===== src/rtl/nor_cmd_pkg.sv =====
package nor_cmd_pkg;

    typedef enum logic [3:0] {
        ST_ARRAY,
        ST_UNL1,
        ST_UNL2,
        ST_PGM,
        ST_ERS0,
        ST_ERS1,
        ST_ERS2,
        ST_AUTO,
        ST_BYP,
        ST_BYP_PGM,
        ST_BYP_EXIT
    } seq_state_e;

    localparam logic [7:0] C_UNL_A = 8'hAA;
    localparam logic [7:0] C_UNL_B = 8'h55;
    localparam logic [7:0] C_PGM   = 8'hA0;
    localparam logic [7:0] C_ERS   = 8'h80;
    localparam logic [7:0] C_CHIP  = 8'h10;
    localparam logic [7:0] C_SECT  = 8'h30;
    localparam logic [7:0] C_AUTO  = 8'h90;
    localparam logic [7:0] C_BYP   = 8'h20;
    localparam logic [7:0] C_RST   = 8'hF0;
    localparam logic [7:0] C_SUSP  = 8'hB0;
    localparam logic [7:0] C_BEXIT = 8'h00;

    localparam logic [1:0] RM_ARRAY  = 2'b00;
    localparam logic [1:0] RM_AUTO   = 2'b01;
    localparam logic [1:0] RM_STATUS = 2'b10;

endpackage


===== src/rtl/nor_cmd_addr_match.sv =====
module nor_cmd_addr_match #(
    parameter int ADDR_W  = 19,
    parameter int MATCH_W = 11
) (
    input  logic [ADDR_W-1:0] addr,
    output logic              hit_555,
    output logic              hit_2aa
);
    localparam logic [MATCH_W-1:0] K_555 = MATCH_W'(12'h555);
    localparam logic [MATCH_W-1:0] K_2AA = MATCH_W'(12'h2AA);

    logic [MATCH_W-1:0] low;

    generate
        if (MATCH_W >= ADDR_W) begin : g_full
            assign low = MATCH_W'(addr);
        end else begin : g_part
            assign low = addr[MATCH_W-1:0];
        end
    endgenerate

    assign hit_555 = (low == K_555);
    assign hit_2aa = (low == K_2AA);
endmodule


===== src/rtl/nor_cmd_idmux.sv =====
module nor_cmd_idmux #(
    parameter logic [7:0] MFR_CODE = 8'h37,
    parameter logic [7:0] DEV_CODE = 8'h1A
) (
    input  logic       auto_on,
    input  logic [1:0] id_sel,
    input  logic       sect_prot,
    output logic [7:0] id_data
);
    always_comb begin
        id_data = 8'h00;
        if (auto_on) begin
            case (id_sel)
                2'd0:    id_data = MFR_CODE;
                2'd1:    id_data = DEV_CODE;
                2'd2:    id_data = {7'd0, sect_prot};
                default: id_data = 8'h00;
            endcase
        end
    end
endmodule


===== src/rtl/nor_cmd_seq.sv =====
module nor_cmd_seq
    import nor_cmd_pkg::*;
#(
    parameter int ADDR_W = 19
) (
    input  logic              clk,
    input  logic              rst_n,
    input  logic              wr_en,
    input  logic [ADDR_W-1:0] wr_addr,
    input  logic [7:0]        wr_data,
    input  logic              hit_555,
    input  logic              hit_2aa,
    input  logic              eng_busy,
    output logic              start_prog,
    output logic              start_chip,
    output logic              start_sect,
    output logic              suspend_req,
    output logic [ADDR_W-1:0] op_addr,
    output logic [7:0]        op_data,
    output logic [1:0]        read_mode,
    output logic              auto_on
);
    typedef struct packed {
        seq_state_e        st;
        logic              erasing;
        logic              go_pgm;
        logic              go_chip;
        logic              go_sect;
        logic              susp;
        logic [ADDR_W-1:0] addr;
        logic [7:0]        data;
    } seq_regs_t;

    seq_regs_t q, d;

    always_comb begin
        d         = q;
        d.go_pgm  = 1'b0;
        d.go_chip = 1'b0;
        d.go_sect = 1'b0;
        d.susp    = 1'b0;
        if (eng_busy) begin
            if (wr_en && wr_data == C_SUSP && q.erasing) begin
                d.susp = 1'b1;
            end
        end else begin
            d.erasing = 1'b0;
            if (wr_en) begin
                case (q.st)
                    ST_ARRAY: begin
                        if (hit_555 && wr_data == C_UNL_A) d.st = ST_UNL1;
                    end
                    ST_UNL1: begin
                        d.st = (hit_2aa && wr_data == C_UNL_B) ? ST_UNL2 : ST_ARRAY;
                    end
                    ST_UNL2: begin
                        d.st = ST_ARRAY;
                        if (hit_555) begin
                            case (wr_data)
                                C_PGM:   d.st = ST_PGM;
                                C_ERS:   d.st = ST_ERS0;
                                C_AUTO:  d.st = ST_AUTO;
                                C_BYP:   d.st = ST_BYP;
                                default: d.st = ST_ARRAY;
                            endcase
                        end
                    end
                    ST_PGM: begin
                        d.st     = ST_ARRAY;
                        d.go_pgm = 1'b1;
                        d.addr   = wr_addr;
                        d.data   = wr_data;
                    end
                    ST_ERS0: begin
                        d.st = (hit_555 && wr_data == C_UNL_A) ? ST_ERS1 : ST_ARRAY;
                    end
                    ST_ERS1: begin
                        d.st = (hit_2aa && wr_data == C_UNL_B) ? ST_ERS2 : ST_ARRAY;
                    end
                    ST_ERS2: begin
                        d.st = ST_ARRAY;
                        if (hit_555 && wr_data == C_CHIP) begin
                            d.go_chip = 1'b1;
                            d.addr    = wr_addr;
                            d.data    = wr_data;
                        end else if (wr_data == C_SECT) begin
                            d.go_sect = 1'b1;
                            d.erasing = 1'b1;
                            d.addr    = wr_addr;
                            d.data    = wr_data;
                        end
                    end
                    ST_AUTO: begin
                        if (wr_data == C_RST) d.st = ST_ARRAY;
                    end
                    ST_BYP: begin
                        if (wr_data == C_PGM)       d.st = ST_BYP_PGM;
                        else if (wr_data == C_AUTO) d.st = ST_BYP_EXIT;
                    end
                    ST_BYP_PGM: begin
                        d.st     = ST_BYP;
                        d.go_pgm = 1'b1;
                        d.addr   = wr_addr;
                        d.data   = wr_data;
                    end
                    ST_BYP_EXIT: begin
                        d.st = (wr_data == C_BEXIT) ? ST_ARRAY : ST_BYP;
                    end
                    default: d.st = ST_ARRAY;
                endcase
            end
        end
    end

    always_ff @(posedge clk) begin
        if (!rst_n) q <= '0;
        else        q <= d;
    end

    assign start_prog  = q.go_pgm;
    assign start_chip  = q.go_chip;
    assign start_sect  = q.go_sect;
    assign suspend_req = q.susp;
    assign op_addr     = q.addr;
    assign op_data     = q.data;
    assign auto_on     = (q.st == ST_AUTO) && !eng_busy;
    assign read_mode   = eng_busy ? RM_STATUS : ((q.st == ST_AUTO) ? RM_AUTO : RM_ARRAY);
endmodule


===== src/rtl/nor_cmd_decoder.sv =====
module nor_cmd_decoder #(
    parameter int          ADDR_W   = 19,
    parameter int          MATCH_W  = 11,
    parameter logic [7:0]  MFR_CODE = 8'h37,
    parameter logic [7:0]  DEV_CODE = 8'h1A
) (
    input  logic              clk,
    input  logic              rst_n,
    input  logic              wr_en,
    input  logic [ADDR_W-1:0] wr_addr,
    input  logic [7:0]        wr_data,
    input  logic              eng_busy,
    input  logic [1:0]        id_sel,
    input  logic              sect_prot,
    output logic              start_prog,
    output logic              start_chip,
    output logic              start_sect,
    output logic              suspend_req,
    output logic [ADDR_W-1:0] op_addr,
    output logic [7:0]        op_data,
    output logic [1:0]        read_mode,
    output logic [7:0]        id_data
);
    logic hit_555, hit_2aa, auto_on;

    nor_cmd_addr_match #(.ADDR_W(ADDR_W), .MATCH_W(MATCH_W)) u_match (
        .addr    (wr_addr),
        .hit_555 (hit_555),
        .hit_2aa (hit_2aa)
    );

    nor_cmd_seq #(.ADDR_W(ADDR_W)) u_seq (
        .clk         (clk),
        .rst_n       (rst_n),
        .wr_en       (wr_en),
        .wr_addr     (wr_addr),
        .wr_data     (wr_data),
        .hit_555     (hit_555),
        .hit_2aa     (hit_2aa),
        .eng_busy    (eng_busy),
        .start_prog  (start_prog),
        .start_chip  (start_chip),
        .start_sect  (start_sect),
        .suspend_req (suspend_req),
        .op_addr     (op_addr),
        .op_data     (op_data),
        .read_mode   (read_mode),
        .auto_on     (auto_on)
    );

    nor_cmd_idmux #(.MFR_CODE(MFR_CODE), .DEV_CODE(DEV_CODE)) u_id (
        .auto_on   (auto_on),
        .id_sel    (id_sel),
        .sect_prot (sect_prot),
        .id_data   (id_data)
    );
endmodule


===== config.mk =====
export PLATFORM = sky130hd
export DESIGN_NAME = nor_cmd_decoder
export DESIGN_NICKNAME = d
export VERILOG_FILES = /design/src/rtl/nor_cmd_pkg.sv /design/src/rtl/nor_cmd_addr_match.sv /design/src/rtl/nor_cmd_idmux.sv /design/src/rtl/nor_cmd_seq.sv /design/src/rtl/nor_cmd_decoder.sv
export SDC_FILE = /design/constraint.sdc
export NUM_CORES = 1
export LEC_CHECK = 0
export ABC_AREA = 1
export BUFFER_PORTS_ARGS = -buffer_cell sky130_fd_sc_hd__buf_2
export CORE_ASPECT_RATIO = 1.2
export CORE_MARGIN = 2
export CORE_UTILIZATION = 50
export CTS_CLUSTER_SIZE = 10
export DETAILED_ROUTE_END_ITERATION = 6
export PLACE_DENSITY = 0.8
export SETUP_SLACK_MARGIN = 0.15
export SLEW_MARGIN = 20
export SYNTH_ARGS = -nofsm -noshare
export SYNTH_HDL_FRONTEND = slang
export SYNTH_SLANG_ARGS = --single-unit

===== constraint.sdc =====
create_clock -name clk -period 2.18 [get_ports clk]
set_input_delay 0.436 -clock clk [delete_from_list [all_inputs] [get_ports clk]]
set_output_delay 0.436 -clock clk [all_outputs]
set_load 0.005 [all_outputs]

* Yosys cells after proc, flatten, opt, wreduce, memory -nomap -nowiden
Cells that the tools add are included.
** Word-level totals
- Register bits :: 36
- Output and inout bits :: 41
** Cells by class
- Equal/unequal tests :: 28
- Bitwise operators :: 4
- Reductions and logical operators :: 17
- Mux-type cells :: 26
** Operators by type and width (number)
- two-way mux 27 bit :: 2
- one-hot mux 27 bit (2 select lines) :: 1
- equality test 8 bit, second input constant :: 6
- one-hot mux 4 bit (9 select lines) :: 1
- two-way mux 4 bit :: 7
- one-hot mux 6 bit (3 select lines) :: 1
- equality test 4 x 3 -> 1 bit, second input constant :: 4
- equality test 8 x 6 -> 1 bit, second input constant :: 2
- one-hot mux 4 bit (4 select lines) :: 1
- equality test 4 bit, second input constant :: 3
- equality test 11 x 10 -> 1 bit, second input constant :: 1
- equality test 11 bit, second input constant :: 1
- equality test 4 x 2 -> 1 bit, second input constant :: 2
- equality test 8 x 5 -> 1 bit, second input constant :: 1
- equality test 8 x 7 -> 1 bit, second input constant :: 1
- logical NOT 8 bit :: 1
- two-way mux 8 bit :: 1
- two-way mux 1 bit :: 7
- logical AND 1 bit :: 6
- two-way mux 2 bit :: 3
- two-way mux 3 bit :: 2
- inequality test 3 x 1 -> 1 bit, second input constant :: 2
- AND reduction 5 bit :: 1
- equality test 4 x 1 -> 1 bit, second input constant :: 1
- other kinds (13) :: 17

* Depth between registers and ports, before layout
- Depth in word-level cells :: 5
- Gate-level depth with buffers :: 12
- Mapped depth without buffers :: 11

* Hierarchy
A second synthesis with hierarchy kept.
** Unflattened totals
- Cells, all modules :: 353
- Area, all modules :: 2290.9 um^2
** Modules (own cells, without submodules)
- nor_cmd_seq :: seq. area each 720.7 um^2, area an instance 2135.8 um^2, cells an instance 317, instances 1
- nor_cmd_addr_match :: seq. area each 0.0 um^2, area an instance 87.6 um^2, cells an instance 22, instances 1
- nor_cmd_idmux :: seq. area each 0.0 um^2, area an instance 67.6 um^2, cells an instance 14, instances 1

* Least setup slack after synthesis
No wires, ideal clock.
- Path type :: input port to flip-flop
- Start :: input wr_data[0]
- End :: register u_seq.q (netlist bit u_seq.op_data[0])
- Path slack :: 653 ps
- Stages :: 11
- Data required time :: 2064 ps
- Path buffers :: 1
- Arrival time :: 1411 ps
- Cells stage by stage :: nor2_2 -> nand2_2 -> inv_4 -> nand2_4 -> nor2_4 -> nand3_2 -> nand2_2 -> nand2_4 -> buf_6 -> o21ai_0 -> nor2_1
** Between the ends
- Word-level cells in the longest chain between the ends :: 4
** RTL lines
- start: declaration :: RTL line nor_cmd_decoder.sv:11 : input logic [7:0] wr_data,
- equality test 8 x 5 -> 1 bit :: RTL line nor_cmd_seq.sv:82 : if (hit_555 && wr_data == C_CHIP) begin
- logical AND 1 bit :: RTL line nor_cmd_seq.sv:82
- inequality test 3 x 1 -> 1 bit (no source line) / two-way mux 27 bit (equally long branches)
- AND reduction 4 bit (no source line) / one-hot mux 27 bit (2 select lines) (equally long branches)
- end signal: assignment :: RTL line nor_cmd_seq.sv:116 : if (!rst_n) q <= '0;
- end signal: assignment :: RTL line nor_cmd_seq.sv:117 : else q <= d;
- end: declaration :: RTL line nor_cmd_seq.sv:34 : seq_regs_t q, d;
Parallel ways exist; a longest one is shown, timed or not. The select of a mux whose other input is x is not followed.
A chain may end at the register's enable or synchronous reset.

* Worst setup path after layout
- Start :: register u_seq.q[35] (netlist bit)
- End :: output id_data[2]
** Between the ends
- Word-level cells in the longest chain between the ends :: 3
** RTL lines
- equality test 4 x 3 -> 1 bit :: RTL line nor_cmd_seq.sv:126 : assign auto_on = (q.st == ST_AUTO) && !eng_busy;
- logical AND 1 bit :: RTL line nor_cmd_seq.sv:126
- two-way mux 8 bit :: RTL line nor_cmd_idmux.sv:12 : if (auto_on) begin
- end: declaration :: RTL line nor_cmd_decoder.sv:22 : output logic [7:0] id_data
Every way passes these cells.

==> flow_metrics.env <==
export IMPL_period_share_pct=87.4
export IMPL_slowest_delay_ns=0.33
export IMPL_die_w_microns=64.2
export IMPL_core_region_area_sq_um=4230
export IMPL_port_buffers=72
export IMPL_cp_arrival_ns=1.47
export IMPL_synth_area_sq_um=2170
export IMPL_syn_area_per_cell_sq_um=6.51
export IMPL_crit_top_cell="nand2_1"
export IMPL_leakage_uw=0.00119
export IMPL_clkLatencyLatePin_ns=0.29
export IMPL_drive_above_1_share_pct=26.0
export IMPL_ys_flop_type="dfxtp_1"
export IMPL_post_cts_resized=0
export IMPL_wl_per_cell_microns=10.6
export IMPL_cts_buffer_depth=2
export IMPL_path_buf_inv=3
export IMPL_synthDistinctLibCells=25
export IMPL_synth_seq_cells=36
export IMPL_power_density_nw_per_um2=555
export IMPL_dp_hpwl_mm=3.55
export IMPL_start_util_pct=51.4
export IMPL_hold_viol=0
export IMPL_ys_warn_count=0
export IMPL_synth_edff_count=0
export IMPL_dr_pass1_iters=4
export IMPL_die_area_sq_um=4890
export IMPL_yosysSeqAreaShare_pct=33.1
export IMPL_vias=2030
export IMPL_synth_area_leader_cell="dfxtp_1"
export IMPL_clock_fmax_mhz=525
export IMPL_drt_iter0_markers=177
export IMPL_path_clk_slew_ns=0.07
export IMPL_fin_tns_setup_ns=0
export IMPL_clock_sinks=36
export IMPL_netlist_area_leader_share_pct=33.1
export IMPL_hold_class="primary input to flip-flop"
export IMPL_fin_nets=410
export IMPL_pin_count=75
export IMPL_critical_path_top_delay_family="simple AND/OR/NAND/NOR gates"
export IMPL_drv_cap=0
export IMPL_area_delta_synth_final_pct=10.8
export IMPL_fin_area_sq_um=2410
export IMPL_htreeDepth=2
export IMPL_grt_ovfl_total=0
export IMPL_numCtsBuffers=5
export IMPL_cts_root_buf="clkbuf_8"
export IMPL_num_rows=26
export IMPL_clock_skew_ns=0.00330
export IMPL_yosys_top_cells_area="dfxtp_1, nor2_1, buf_4"
export IMPL_die_h_microns=76.2
export IMPL_async_flop_share_pct=0
export IMPL_required_ns=1.74
export IMPL_grt_pass1_vias=1832
export IMPL_synth_cells=334
export IMPL_finalMaxSlewViolations=0
export IMPL_start_kind="flip-flop"
export IMPL_cts_tree="done"
export IMPL_setup_violations_final=0
export IMPL_detail_route_antenna_nets=0
export IMPL_track_usage_pct=19.7
export IMPL_holdBufCountCts=0
export IMPL_post_cts_buffers=0
export IMPL_final_min_clock_period_ns=1.90
export IMPL_n_antenna_cell=0
export IMPL_grt_pass1_wl_mm=7.80
export IMPL_vdd_drop_max_mv=0.294
export IMPL_crit_fanout=4
export IMPL_end_kind="primary output"
export IMPL_wirelength_mm=4.59
export IMPL_via_per_inst=4.69
export IMPL_worst_setup_path_type="flip-flop to primary output"
export IMPL_rsz0062_at_grt="false"
export IMPL_gp_congestion=0.938
export IMPL_crit_chain="inv_1, nand2_1, nor2_1, nand2_1, inv_1, nand2_1, nor2_1, buf_2"
export IMPL_antenna_found_initial=0
export IMPL_grt_max_degree=29
export IMPL_placed_area_sq_um=2300
export IMPL_status="finished, final reports clean"
export IMPL_crit_slowest_cell="dfxtp_1"
export IMPL_drcViolationCount=0
export IMPL_whs_ns=0.383
[Yosys cell counts (2+ instances only)]
master	number
nor2_1	90
nand2_1	51
dfxtp_1	36
buf_4	32
inv_1	32
o21ai_0	18
nand3_1	16
o21ai_1	15
a21oi_1	8
nor2_2	8
nand4_1	5
nor3_1	4
clkbuf_1	3
buf_12	2
buf_6	2
nand2_2	2
nand2_4	2
[through the flow]
stage / instances / utilization [%] / setup WS, ns / total power, uW
finish: 433 / 57.0 / 0.275 / 1340
global route: 433 / 57.0 / 0.156 / 1400
CTS: 433 / 57.0 / 0.281 / 1350
detailed placement: 425 / 54.4 / 0.331 / 784
global placement: 425 / 54.4 / 0.409 / 783
floorplan: 335 / - / 0.653 / 730
[flip-flops by register name, indices dropped and copies added (netlist names)]
register	cells
u_seq.op_addr	19
u_seq.op_data	8
u_seq.q	5
u_seq.start_chip	1
u_seq.start_prog	1
u_seq.start_sect	1
u_seq.suspend_req	1
[worst paths after layout]
| kind | slack, ns | cells after the start | start | end |
|---|---|---|---|---|
| worst max-delay path | 0.28 | 8 | u_seq.q[35] | id_data[2] |
| worst min-delay path | 0.38 | 3 | wr_addr[18] | u_seq.op_addr[18] |
| worst max register to register | 0.53 | 10 | u_seq.q[35] | u_seq.op_addr[4] |
| worst min register to register | 0.48 | 2 | u_seq.op_data[2] | u_seq.op_data[2] |
[layer usage]
layer | part of all wire (%) | up-vias | wire length (microns) | global-route usage, %
met5 | 0 | - | 0 | 0
met4 | 1.5 | 0 | 71 | 7.66
met3 | 4.8 | 6 | 220 | 4.28
met2 | 51 | 52 | 2340 | 35.4
met1 | 43 | 878 | 1960 | 22.3
li1 | - | 1094 | - | -
[worst min-delay path, delay by kind of cell]
kind                   cells  cell delay [ns]
buffers and inverters      1             0.08
AND/OR/NAND/NOR            1             0.07
AO/OA/AOI/OAI              1             0.06
[placed cells by master (no fill, tap or decap)]
cell	instances
nand3_1	16
nor3_1	4
bufinv_16	1
dfxtp_1	36
a21oi_1	8
o22ai_1	1
buf_4	1
inv_8	1
nor2_2	8
nor2_4	1
nand2_4	2
clkinv_2	1
buf_2	72
nor2_1	90
o21ai_1	15
inv_4	1
inv_1	32
o21ai_0	18
clkbuf_8	5
o21ai_4	1
nand4_1	5
nand3_2	1
conb_1	2
clkbuf_1	1
nand2_2	2
inv_2	1
nand2_1	51
[power by group]
group / internal (uW) / total, uW / switching, uW
registers: 657 / 657 / 0.0000327
clock network: 339 / 569 / 230
logic: 41.7 / 112 / 70.4
total: 1040 / 1340 / 300
[cells by family after synthesis]
logic type             after synthesis  share of synthesized area [%]
buffers and inverters               74                           20.9
AO/OA/AOI/OAI                       43                           10.5
flip-flops                          36                           33.1
AND/OR/NAND/NOR                    180                           35.3
other                                1                          0.172
[layout make-up]
class	count	area (sq um)
clock inverters	2	35.0
well taps	56	70.1
flip-flops and latches	36	721
inverters	35	141
repair buffers	73	368
fillers	423	1820
clock buffers	6	72.6
multi-input cells	225	1000
(Power assumes the default switching activity.)
